--- src/rtl/osdac_pkg.sv ---
package osdac_pkg;

    localparam int WORD_W   = 12;
    localparam int COARSE_W = 8;
    localparam int FINE_W   = WORD_W - COARSE_W;
    localparam int MID_W    = 2;   // bits cleared for 10-bit channels

    typedef logic [WORD_W-1:0] word_t;

    typedef enum logic [1:0] {
        RES_12  = 2'b00,
        RES_10  = 2'b01,
        RES_8   = 2'b10,
        RES_8_B = 2'b11
    } res_e;

    typedef struct packed {
        logic [COARSE_W-1:0] coarse;
        logic [FINE_W-1:0]   fine;
    } split_t;

    function automatic word_t apply_res(word_t w, res_e m);
        word_t r;
        r = w;
        case (m)
            RES_12:  r = w;
            RES_10:  r[MID_W-1:0] = '0;
            default: r[FINE_W-1:0] = '0;
        endcase
        return r;
    endfunction

endpackage

--- src/rtl/osdac_shadow.sv ---
module osdac_shadow
    import osdac_pkg::*;
(
    input  logic       clk,
    input  logic       rst,
    input  logic       wr_en_i,
    input  word_t      wr_data_i,
    input  logic [1:0] res_mode_i,
    output word_t      shadow_o
);

    word_t shadow_q;

    always_ff @(posedge clk) begin
        if (rst) begin
            shadow_q <= '0;
        end else if (wr_en_i) begin
            shadow_q <= apply_res(wr_data_i, res_e'(res_mode_i));
        end
    end

    assign shadow_o = shadow_q;

    // an 8-bit channel write leaves no low nibble behind
    a_r8_low_nibble_zero: assert property (@(posedge clk) disable iff (rst)
        (wr_en_i && res_mode_i[1]) |=> (shadow_q[FINE_W-1:0] == '0));

    // the shadow only moves on a write
    a_r10_shadow_hold: assert property (@(posedge clk) disable iff (rst)
        !wr_en_i |=> $stable(shadow_q));

endmodule

--- src/rtl/osdac_phase.sv ---
module osdac_phase
    import osdac_pkg::*;
#(
    parameter int TICKS_PER_BIT = 4,
    localparam int SEQ_TICKS = FINE_W * TICKS_PER_BIT,
    localparam int PH_W      = $clog2(SEQ_TICKS),
    localparam int SUB_W     = (TICKS_PER_BIT > 1) ? $clog2(TICKS_PER_BIT) : 1,
    localparam int IDX_W     = $clog2(FINE_W)
)(
    input  logic             clk,
    input  logic             rst,
    input  logic             tick_i,
    output logic             seq_begin_o,
    output logic             bit_first_o,
    output logic [IDX_W-1:0] bit_idx_o
);

    localparam logic [PH_W-1:0]  PH_LAST  = PH_W'(SEQ_TICKS - 1);
    localparam logic [SUB_W-1:0] SUB_LAST = SUB_W'(TICKS_PER_BIT - 1);

    logic [SUB_W-1:0] sub_q;
    logic [IDX_W-1:0] idx_q;
    logic [PH_W-1:0]  ph_q;

    always_ff @(posedge clk) begin
        if (rst) begin
            sub_q <= '0;
            idx_q <= '0;
            ph_q  <= '0;
        end else if (tick_i) begin
            ph_q <= (ph_q == PH_LAST) ? '0 : ph_q + 1'b1;
            if (sub_q == SUB_LAST) begin
                sub_q <= '0;
                idx_q <= idx_q + 1'b1;
            end else begin
                sub_q <= sub_q + 1'b1;
            end
        end
    end

    assign seq_begin_o = (sub_q == '0) && (idx_q == '0);
    assign bit_first_o = (sub_q == '0);
    assign bit_idx_o   = idx_q;

    // the sequence counter wraps back to its start after the last tick
    a_r5_phase_wrap: assert property (@(posedge clk) disable iff (rst)
        (tick_i && ph_q == PH_LAST) |=> seq_begin_o);

    // the two views of the position agree
    a_r5_phase_agree: assert property (@(posedge clk) disable iff (rst)
        seq_begin_o == (ph_q == '0));

endmodule

--- src/rtl/osdac_serializer.sv ---
module osdac_serializer
    import osdac_pkg::*;
#(
    localparam int IDX_W = $clog2(FINE_W)
)(
    input  logic                clk,
    input  logic                rst,
    input  logic                tick_i,
    input  logic                seq_begin_i,
    input  logic                bit_first_i,
    input  logic [IDX_W-1:0]    bit_idx_i,
    input  word_t               shadow_i,
    output logic [COARSE_W-1:0] coarse_o,
    output logic                fine_o,
    output logic                seq_start_o
);

    localparam logic [IDX_W-1:0] IDX_TOP = IDX_W'(FINE_W - 1);

    word_t            active_q;
    word_t            cur_w;
    split_t           cur_s;
    logic [IDX_W-1:0] sel;

    always_comb begin
        cur_w = seq_begin_i ? shadow_i : active_q;
        cur_s = split_t'(cur_w);
        sel   = IDX_TOP - bit_idx_i;
    end

    always_ff @(posedge clk) begin
        if (rst) begin
            active_q    <= '0;
            coarse_o    <= '0;
            fine_o      <= 1'b0;
            seq_start_o <= 1'b0;
        end else begin
            seq_start_o <= 1'b0;
            if (tick_i) begin
                if (seq_begin_i) begin
                    active_q <= shadow_i;
                end
                coarse_o    <= cur_s.coarse;
                fine_o      <= cur_s.fine[sel];
                seq_start_o <= seq_begin_i;
            end
        end
    end

    // no tick, no output movement
    a_r2_hold_without_tick: assert property (@(posedge clk) disable iff (rst)
        !tick_i |=> ($stable(coarse_o) && $stable(fine_o)));

    // a fine bit holds across the ticks of its period
    a_r4_fine_hold: assert property (@(posedge clk) disable iff (rst)
        (tick_i && !bit_first_i) |=> $stable(fine_o));

    // the word in effect only changes at a sequence boundary
    a_r6_active_hold: assert property (@(posedge clk) disable iff (rst)
        !(tick_i && seq_begin_i) |=> $stable(active_q));

    // the start marker lasts a single clock
    a_r5_start_single: assert property (@(posedge clk) disable iff (rst)
        seq_start_o |=> !seq_start_o);

endmodule

--- src/rtl/osdac_seq.sv ---
module osdac_seq
    import osdac_pkg::*;
#(
    parameter int TICKS_PER_BIT = 4
)(
    input  logic        clk,
    input  logic        rst,
    input  logic        tick_i,
    input  logic        wr_en_i,
    input  logic [11:0] wr_data_i,
    input  logic [1:0]  res_mode_i,
    output logic [7:0]  coarse_o,
    output logic        fine_o,
    output logic        seq_start_o
);

    localparam int IDX_W = $clog2(FINE_W);

    word_t            shadow_w;
    logic             seq_begin;
    logic             bit_first;
    logic [IDX_W-1:0] bit_idx;

    osdac_shadow u_shadow (
        .clk        (clk),
        .rst        (rst),
        .wr_en_i    (wr_en_i),
        .wr_data_i  (wr_data_i),
        .res_mode_i (res_mode_i),
        .shadow_o   (shadow_w)
    );

    osdac_phase #(.TICKS_PER_BIT(TICKS_PER_BIT)) u_phase (
        .clk         (clk),
        .rst         (rst),
        .tick_i      (tick_i),
        .seq_begin_o (seq_begin),
        .bit_first_o (bit_first),
        .bit_idx_o   (bit_idx)
    );

    osdac_serializer u_ser (
        .clk         (clk),
        .rst         (rst),
        .tick_i      (tick_i),
        .seq_begin_i (seq_begin),
        .bit_first_i (bit_first),
        .bit_idx_i   (bit_idx),
        .shadow_i    (shadow_w),
        .coarse_o    (coarse_o),
        .fine_o      (fine_o),
        .seq_start_o (seq_start_o)
    );

    // outputs are cleared on the clock after reset
    a_r1_reset_clear: assert property (@(posedge clk) disable iff (rst)
        $past(rst) |-> (coarse_o == '0 && !fine_o && !seq_start_o));

    // a start marker only follows a tick
    a_r5_start_after_tick: assert property (@(posedge clk) disable iff (rst)
        seq_start_o |-> $past(tick_i));

endmodule

--- config.mk ---
export PLATFORM = sky130hd
export DESIGN_NAME = osdac_seq
export DESIGN_NICKNAME = d
export VERILOG_FILES = /design/src/rtl/osdac_pkg.sv /design/src/rtl/osdac_shadow.sv /design/src/rtl/osdac_phase.sv /design/src/rtl/osdac_serializer.sv /design/src/rtl/osdac_seq.sv
export SDC_FILE = /design/constraint.sdc
export NUM_CORES = 1
export LEC_CHECK = 0
export BUFFER_PORTS_ARGS = -buffer_cell sky130_fd_sc_hd__clkbuf_2
export CAP_MARGIN = 20
export CORE_ASPECT_RATIO = 1.1
export CORE_UTILIZATION = 51
export DETAILED_ROUTE_END_ITERATION = 10
export PLACE_DENSITY_LB_ADDON = 0.08
export SLEW_MARGIN = 20
export SYNTH_ARGS = -nofsm -noshare
export SYNTH_HDL_FRONTEND = slang
export SYNTH_SLANG_ARGS = --single-unit
--- constraint.sdc ---
create_clock -name clk -period 1.9 [get_ports clk]
set_clock_uncertainty 0.15 [all_clocks]
set_input_delay 0.285 -clock clk [delete_from_list [all_inputs] [get_ports clk]]
set_output_delay 0.285 -clock clk [all_outputs]
set_load 0.01 [all_outputs]
# Yosys cells after proc, flatten, opt, wreduce, memory -nomap -nowiden
# Cells that the tools add are included.
# word_totals
ff_bits	38
word_cells	27
# op_classes
addsub	3
order_cmp	1
eq_ne	2
mux	6
bitwise_logic	1
n_reduce_logical	7
# ops
cell	n
$mux W12	1
$logic_not A2 Y1	3
$mux W2	3
$add A2 B1 Y2 const B	2
$reduce_or A2 Y1	2
$lt A2 B3 Y1 const B	1
$bmux W1 S2	1
$eq A2 B1 Y1 const B	1
$eq A2 B2 Y1 const B	1
$reduce_and A2 Y1	1
$sub A2 B2 Y2 const A	1
$logic_and A1 B1 Y1	1
$mux W1	1
$not A1 Y1	1

# Longest topological paths before layout
# Gate-level depths: netlist of the first run.
# logic_depth
word_depth	5
ltp_mapped	7

# Hierarchy
# A second synthesis of the first run with hierarchy kept.
# unflattened
cells_unflattened	136
area_unflattened_um2	1275.0
# by_module_without_submodules
mod	instances	cells_per_inst	area_each_um2	seq_area_each_um2
osdac_serializer	1	72	606.8	280.3
osdac_shadow	1	42	452.9	240.2
osdac_phase	1	22	215.2	80.1

# Worst setup path after synthesis of the first run
# Ideal clock, no wire load.
# synth_timing
path_type	register -> register
from	register u_phase.sub_q[0]
to	register u_ser.fine_o
setup_ps	134
arrival_time_ps	1159
required_time_ps	1616
slack_ps	457
stages_incl_launch_ff	7
n_path_buf	0
synth_period_minus_slack_ps	1443
path_cell_list	dfxtp_1 -> inv_1 -> ha_1 -> nand2_1 -> mux4_1 -> nor3_1 -> nor4_1
# synth_via
elab_chain_len	5
# synth_rtl
element	line	rtl
start, declared	osdac_phase.sv:21	logic [SUB_W-1:0] sub_q;
start signal, assigned	osdac_phase.sv:36	sub_q <= sub_q + 1'b1;
$logic_not A2 Y1	osdac_phase.sv:41	assign seq_begin_o = (sub_q == '0) && (idx_q == '0);
$logic_and A1 B1 Y1	osdac_phase.sv:41	
$mux W12	--	
$bmux W1 S2	osdac_serializer.sv:44	fine_o <= cur_s.fine[sel];
$mux W1 (not written as such)	osdac_serializer.sv:44	
end signal, assigned	osdac_serializer.sv:44	
end, declared	osdac_serializer.sv:14	output logic fine_o,
# Every way passes these cells. The select of a mux whose other input is x is not followed.
# A chain may end at the register's enable or synchronous reset.

# Worst setup path after layout of the first run
# Ends and elaborated chain as after synthesis.

==> results of run 1 <==
layout make-up:
type,instances,area (um^2),area share
clock buffer,7,55.05,0.03950
clock inverter,1,5.005,0.003591
inverter,5,18.77,0.01346
multi-input combinational,90,519.2,0.3725
sequential,30,600.6,0.4309
tap,30,37.54,0.02693
timing repair buffer,30,157.7,0.1131
cell usage in the layout (no fill, tap or decap):
cell,Yosys,layout
inv_1,4,4
clkbuf_2,0,27
nor4_1,1,1
nand3_1,4,4
clkbuf_8,0,1
mux2i_1,9,9
clkbuf_1,4,1
clkbuf_4,0,5
xnor2_1,1,1
clkinv_2,0,1
ha_1,3,3
nand2b_1,2,2
mux4_1,2,2
buf_4,9,3
nor2_2,1,1
inv_2,1,1
nand2_1,27,27
dfxtp_1,30,30
nor3_1,3,3
nor2_1,16,16
a21oi_1,18,18
nor2b_1,3,3
metal layers:
| metal | share of wire | wire [um] | track usage | vias to the layer above |
|---|---|---|---|---|
| met5 | 0 | 0 | 0 | - |
| met4 | 0.0095 | 21 | 0.1029 | 0 |
| met3 | 0.046 | 102 | 0.08046 | 3 |
| met2 | 0.50 | 1098 | 0.3148 | 19 |
| met1 | 0.45 | 981 | 0.2220 | 450 |
| li1 | - | - | - | 501 |
synthesized netlist by cell type:
master / count
clkbuf_1: 4
nand3_1: 4
nor4_1: 1
nor2_1: 16
buf_4: 9
ha_1: 3
nor3_1: 3
mux4_1: 2
xnor2_1: 1
buf_2: 1
inv_1: 4
inv_2: 1
mux2i_1: 9
dfxtp_1: 30
nor2b_1: 3
nor2_2: 1
nand2b_1: 2
nand2_1: 27
a21oi_1: 18
cell families after synthesis:
group / share of synthesized area
AO/OA/AOI/OAI: 0.07347
XOR/XNOR: 0.007144
adder cells (fa/ha/maj): 0.03062
buffers and inverters: 0.08672
flip-flops: 0.4898
multiplexers: 0.1163
AND/OR/NAND/NOR: 0.1959
per-stage QoR:
step	utilization	cells	worst slack, ns	power (mW)
after floorplan	-	139	0.4574	0.7714
after global placement	0.5922	185	0.4021	0.8127
after detailed placement	0.5922	185	0.3288	0.8159
after CTS	0.6189	193	0.3138	1.205
after global routing	0.6189	193	0.1857	1.251
final	0.6189	193	0.3237	1.184
power by group:
group          switching, mW  internal (mW)
Sequential            0.0136          0.655
Clock                  0.206          0.179
Combinational         0.0734         0.0581
Total                  0.293          0.892
worst min-delay path, cell delays in order:
cell      delay (ns)
clkbuf_2        0.07
a21oi_1         0.05
nor2_1          0.07
flip-flops by register name, summed over array words and instances, names as in the netlist:
| name | count |
|---|---|
| u_phase.bit_idx_o | 2 |
| u_ser.seq_start_o | 1 |
| u_ser.active_q | 4 |
| u_shadow.shadow_o | 12 |
| u_phase.sub_q | 2 |
| u_ser.coarse_o | 8 |
| u_ser.fine_o | 1 |
worst max path at each step:
stage / from / cells past startpoint / slack, ns / end
2_1_floorplan: u_phase.sub_q[0] / 6 / 0.46 / u_ser.fine_o
3_3_place_gp: u_phase.sub_q[0] / 6 / 0.40 / u_ser.fine_o
3_5_place_dp: u_phase.sub_q[0] / 6 / 0.33 / u_ser.fine_o
4_1_cts: u_phase.sub_q[0] / 6 / 0.31 / u_ser.fine_o
5_1_grt: u_phase.sub_q[0] / 6 / 0.19 / u_ser.fine_o
6_report: u_phase.sub_q[0] / 6 / 0.32 / u_ser.fine_o
==> flow_summary_export.csv, run 1 <==
group,metric,value,unit
global_route,grt_pass1_vias,875,
sta,timing.fmax,634.4,MHz
sta,hold_viol,0,
routing,antenna_left,0,
synth,synth_seq_cells,30,
floorplan,pin_count,28,
sta,maxSlewViolCount,0,
sta,worstMarginPinSlew,0.5708,ns
cts,cts_setup_buffers,0,
synth,yosys.area.top_type,"dfxtp_1",
synth,synth-warning-count,0,
min_path,whs_path_depth,3,
setup_path,r2r-end,"u_ser.fine_o",
global_route,grt_pass1_wl,3.712,mm
cts,cts_tree,"built",
routing,vias,973,
floorplan,initial_core_util,0.5444,
routing,first_iter_violations,16,
min_path,worstHoldEndpoint,"u_shadow.shadow_o[2]",
synth,syn_nets,160,
cts,cts.repair.resized,0,
routing,routed_wl,2.204,mm
cts,numCtsBuffers,5,
placed_design,dp_hpwl,1.524,mm
layout,nets,183,
setup_path,reg2reg_from,"u_phase.sub_q[0]",
sta,min_period,1.576,ns
cts,h-tree-depth,2,
cts,cts_sinks,30,
floorplan,std_cell_rows,18,
synth,synth_top_area_frac,0.4898,
min_path,holdCritStartpoint,"wr_data_i[2]",
setup_path,crit_type,"reg2reg",
routing,wl_per_cell,11.42,um
floorplan,die-area,0.002604,mm^2
sta,fin_crit_sh,0.8296,
global_route,grt_max_degree,31,
setup_path,critical_path.top_delay_family,"flip-flops",
setup_path,required,1.94,ns
synth,syn_area,0.001226,mm^2
cts,clk_path_buf_depth,2,
sta,rsz0062_at_grt,"false",
routing,drc,0,
routing,drt_pass1_iterations,4,
layout,fin_area,0.001394,mm^2
pwr,irDropWorstVdd,0.7096,mV
synth,synth.avg_cell_area,8.821,um^2
setup_path,crit_arrival,1.62,ns
floorplan,die_h,53.43,um
global_route,antenna_found_initial,0,
sta,setup_tns,0,ns
floorplan,die_x,48.75,um
setup_path,cp_cell_sequence,"inv_1, ha_1, nand2_1, mux4_1, nor3_1, nor4_1",
setup_path,critPathLaunchType,"register",
cts,root_buffer,"clkbuf_4",
setup_path,cp_slowest_stage_delay,0.38,ns
setup_path,reg2reg_depth,6,
flow_run,drv_cap,0,
setup_path,reg2reg_slack,0.32,ns
cts,clock_latency,0.32,ns
layout,drive_above_1_share,0.2393,
setup_path,path_buf_inv,1,
placed_design,gp_congestion,0.7163,
status,status,"finished, final reports clean",
layout,fill_cells,212,
setup_path,crit_fanout,4,
synth,yosysSeqAreaShare,0.4898,
setup_path,cp-end-kind,"register",
cts,path_clk_slew,0.09,ns
setup_path,crit_slowest_cell,"dfxtp_1",
placed_design,port_buffers,27,
routing,via_per_inst,5.041,
synth,yosysUniqueCellTypes,19,
layout,diodes,0,
pwr,p_leak,0.6187,nW
global_route,overflow,0,
synth,yosys-top-cells-area,"dfxtp_1, nand2_1, a21oi_1",
layout,area_growth,13.67,%
pwr,power_per_cell_area,849.8,mW/mm^2
cts,ctsHoldBuffers,0,
placed_design,place_area,0.001334,mm^2
min_path,hold_path_class,"in2reg",
sta,relSlewSlack,0.6195,
synth,syn_inst,139,
global_route,grt_util_all_layers,0.1952,
floorplan,core-area,0.002252,mm^2
sta,holdWs,0.03704,ns
sta,setup_viol,0,
No activity file was read; power rests on OpenSTA's default activity.
==> run 2: changes to the inputs <==
--- a/config.mk
+++ b/config.mk
@@ -8,7 +8,7 @@
 export BUFFER_PORTS_ARGS = -buffer_cell sky130_fd_sc_hd__clkbuf_2
 export CAP_MARGIN = 20
 export CORE_ASPECT_RATIO = 1.1
-export CORE_UTILIZATION = 51
+export CORE_UTILIZATION = 46
 export DETAILED_ROUTE_END_ITERATION = 10
 export PLACE_DENSITY_LB_ADDON = 0.08
 export SLEW_MARGIN = 20
==> constraint.sdc (replaced) <==
create_clock -name clk -period 1.4 [get_ports clk]
set_clock_uncertainty 0.15 [all_clocks]
set_input_delay 0.21 -clock clk [delete_from_list [all_inputs] [get_ports clk]]
set_output_delay 0.21 -clock clk [all_outputs]
set_load 0.01 [all_outputs]
==> run 2 against run 1 <==
The flow now finishes with violations (setup timing); clock power grew 64%; count of clock-buffer cells in the layout grew 1; setup slack lost 0.34 ns; maximum frequency grew 12%; first-iteration DRC count grew 19%; sequential cell count is the same; combinational power grew 92%; power grew 51%; utilization grew 3.8 points; largest power group unchanged; highest routed layer unchanged.
==> flow_summary_export.csv, run 2 (synthesis results as in run 1) <==
group,metric,value,unit
flow_run,drv_cap,0,
setup_path,cp-end-kind,"register",
routing,drt_pass1_iterations,4,
floorplan,core-area,0.002520,mm^2
layout,final_common_cell,"clkbuf_2",
cts,clock_latency,0.32,ns
global_route,grtUsageMet1,0.2417,
pwr,power_switching,0.4282,mW
layout,nets,202,
cts,numCtsBuffers,5,
cts,path_clk_slew,0.09,ns
pwr,irDropWorstVdd,0.7769,mV
pwr,sw_frac_of_total,0.2391,
setup_path,crit_arrival,1.47,ns
layout,diodes,0,
layout,area_growth,34.90,%
routing,drc,0,
global_route,antenna_found_initial,0,
floorplan,die_h,56.15,um
layout,largest_reg_flops,12,
pwr,power_per_cell_area,1082,mW/mm^2
floorplan,initial_core_util,0.4866,
layout,instances_no_fill,213,
status,violations,"setup timing",
sta,setup_tns,-0.01328,ns
setup_path,critPathLaunchType,"register",
sta,hold_viol,0,
status,status,"finished with violations",
routing,routed_wl,2.491,mm
cts,clk_path_buf_depth,2,
cts,cts_sinks,30,
global_route,gr-usage-met2,0.3421,
routing,via_per_inst,4.991,
pwr,total_power,1.791,mW
cts,cts_tree,"built",
pwr,combPwrFrac,0.140,
cts,root_buffer,"clkbuf_4",
global_route,grt_max_degree,17,
floorplan,die_x,51.23,um
pwr,p_clk_frac,0.353,
sta,fin_crit_sh,1.009,
layout,fill_cells,223,
sta,rsz0062_at_grt,"true",
layout,final_cell_mix,"clkbuf_2, nand2_1, dfxtp_1",
routing,vias,1063,
placed_design,gp_congestion,0.7120,
setup_path,crit_type,"reg2reg",
routing,wl_per_cell,11.69,um
floorplan,die-area,0.002876,mm^2
global_route,grt_use_met3,0.05738,
routing,antenna_left,0,
pwr,cell_internal_pwr,1.362,mW
sta,relSlewSlack,0.7492,
setup_path,required,1.46,ns
routing,first_iter_violations,19,
floorplan,pin_count,28,
sta,final.setup.worst_slack,-0.01328,ns
global_route,grt_util_all_layers,0.2073,
placed_design,placed_cells,190,
sta,maxSlewViolCount,0,
sta,timing.fmax,707.6,MHz
placed_design,dp_hpwl,1.647,mm
placed_design,port_buffers,27,
setup_path,crit_fanout,3,
sta,setup_viol,1,
pwr,pwr-share-seq,0.507,
min_path,hold_path_class,"in2reg",
sta,min_period,1.413,ns
layout,drive_above_1_share,0.3352,
global_route,grt_pass1_wl,4.347,mm
global_route,grt_pass1_vias,1006,
cts,h-tree-depth,2,
floorplan,std_cell_rows,19,
pwr,p_leak,0.7129,nW
global_route,busiest_layer,"met2",
global_route,overflow,0,
sta,worstMarginPinSlew,0.3762,ns
## run 2: cell types whose count changed in the layout (fill, tap and decap cells not counted), moves of 2 or more
cell	change
buf_4	+6
clkbuf_8	+2
dfxtp_1	-4
dfxtp_2	+4
dlygate4sd3_1	+12
ha_1	-2
ha_4	+2
inv_1	-2
mux4_1	-2
mux4_2	+2
nor3_1	-2
## run 2: worst max-delay path, cell delays in order (launching register included)
cell	delay, ns
dfxtp_2	0.35
inv_2	0.05
ha_4	0.16
nand2_4	0.08
mux4_2	0.30
nor3_2	0.15
nor4_2	0.06
## run 2: area by class of cell
| cell class | instances | area [um^2] | share of cell area |
|---|---|---|---|
| Clock buffer | 8 | 78.83 | 0.04765 |
| Multi-Input combinational cell | 90 | 566.8 | 0.3427 |
| Tap cell | 31 | 38.79 | 0.02345 |
| Sequential cell | 30 | 605.6 | 0.3661 |
| Inverter | 5 | 21.27 | 0.01286 |
| Timing Repair Buffer | 49 | 342.8 | 0.2073 |
## run 2: worst paths after layout
check	startpoint	to	slack, ns	depth (start not counted)
setup / recovery	u_phase.bit_idx_o[1]	u_ser.fine_o	-0.01	6
hold / removal	res_mode_i[0]	u_shadow.shadow_o[0]	0.04	4
setup reg to reg	u_phase.bit_idx_o[1]	u_ser.fine_o	-0.01	6
hold reg to reg	u_ser.coarse_o[5]	u_ser.coarse_o[5]	0.31	2
## run 2: through the flow
step                hold slack [ns]  cell area (um^2)  utilization  worst slack [ns]
global route                0.04509              1654       0.6564          -0.07215
detailed placement           0.2928              1396       0.5541          -0.06075
finish                      0.03974              1654       0.6564          -0.01328
CTS                         0.02735              1632       0.6475           0.01521
global placement             0.2860              1396       0.5541          -0.02298
floorplan                    0.1991              1245            -          0.004929
## run 2: power groups by stage
stage	registers (mW)	clock network (mW)	logic, mW
after global routing	0.912	0.686	0.277
after floorplan	0.926	0	0.126
after global placement	0.926	0	0.203
after CTS	0.907	0.655	0.243
after detailed placement	0.927	0	0.208
final	0.907	0.633	0.251
## run 2: repair_timing
item                       4_1_cts  5_1_grt
hold buffers                    12        0
setup endpoints to repair        1       11
pin swaps                        2        0
resized for setup                4        4
setup buffers                    3        0
hold endpoints to repair        12        0
## run 2: metal layers
metal  wire length [um]  vias up
met1               1101      494
met5                  0        -
met2               1231       27
met3                100        7
li1                   -      535
met4                 59        0
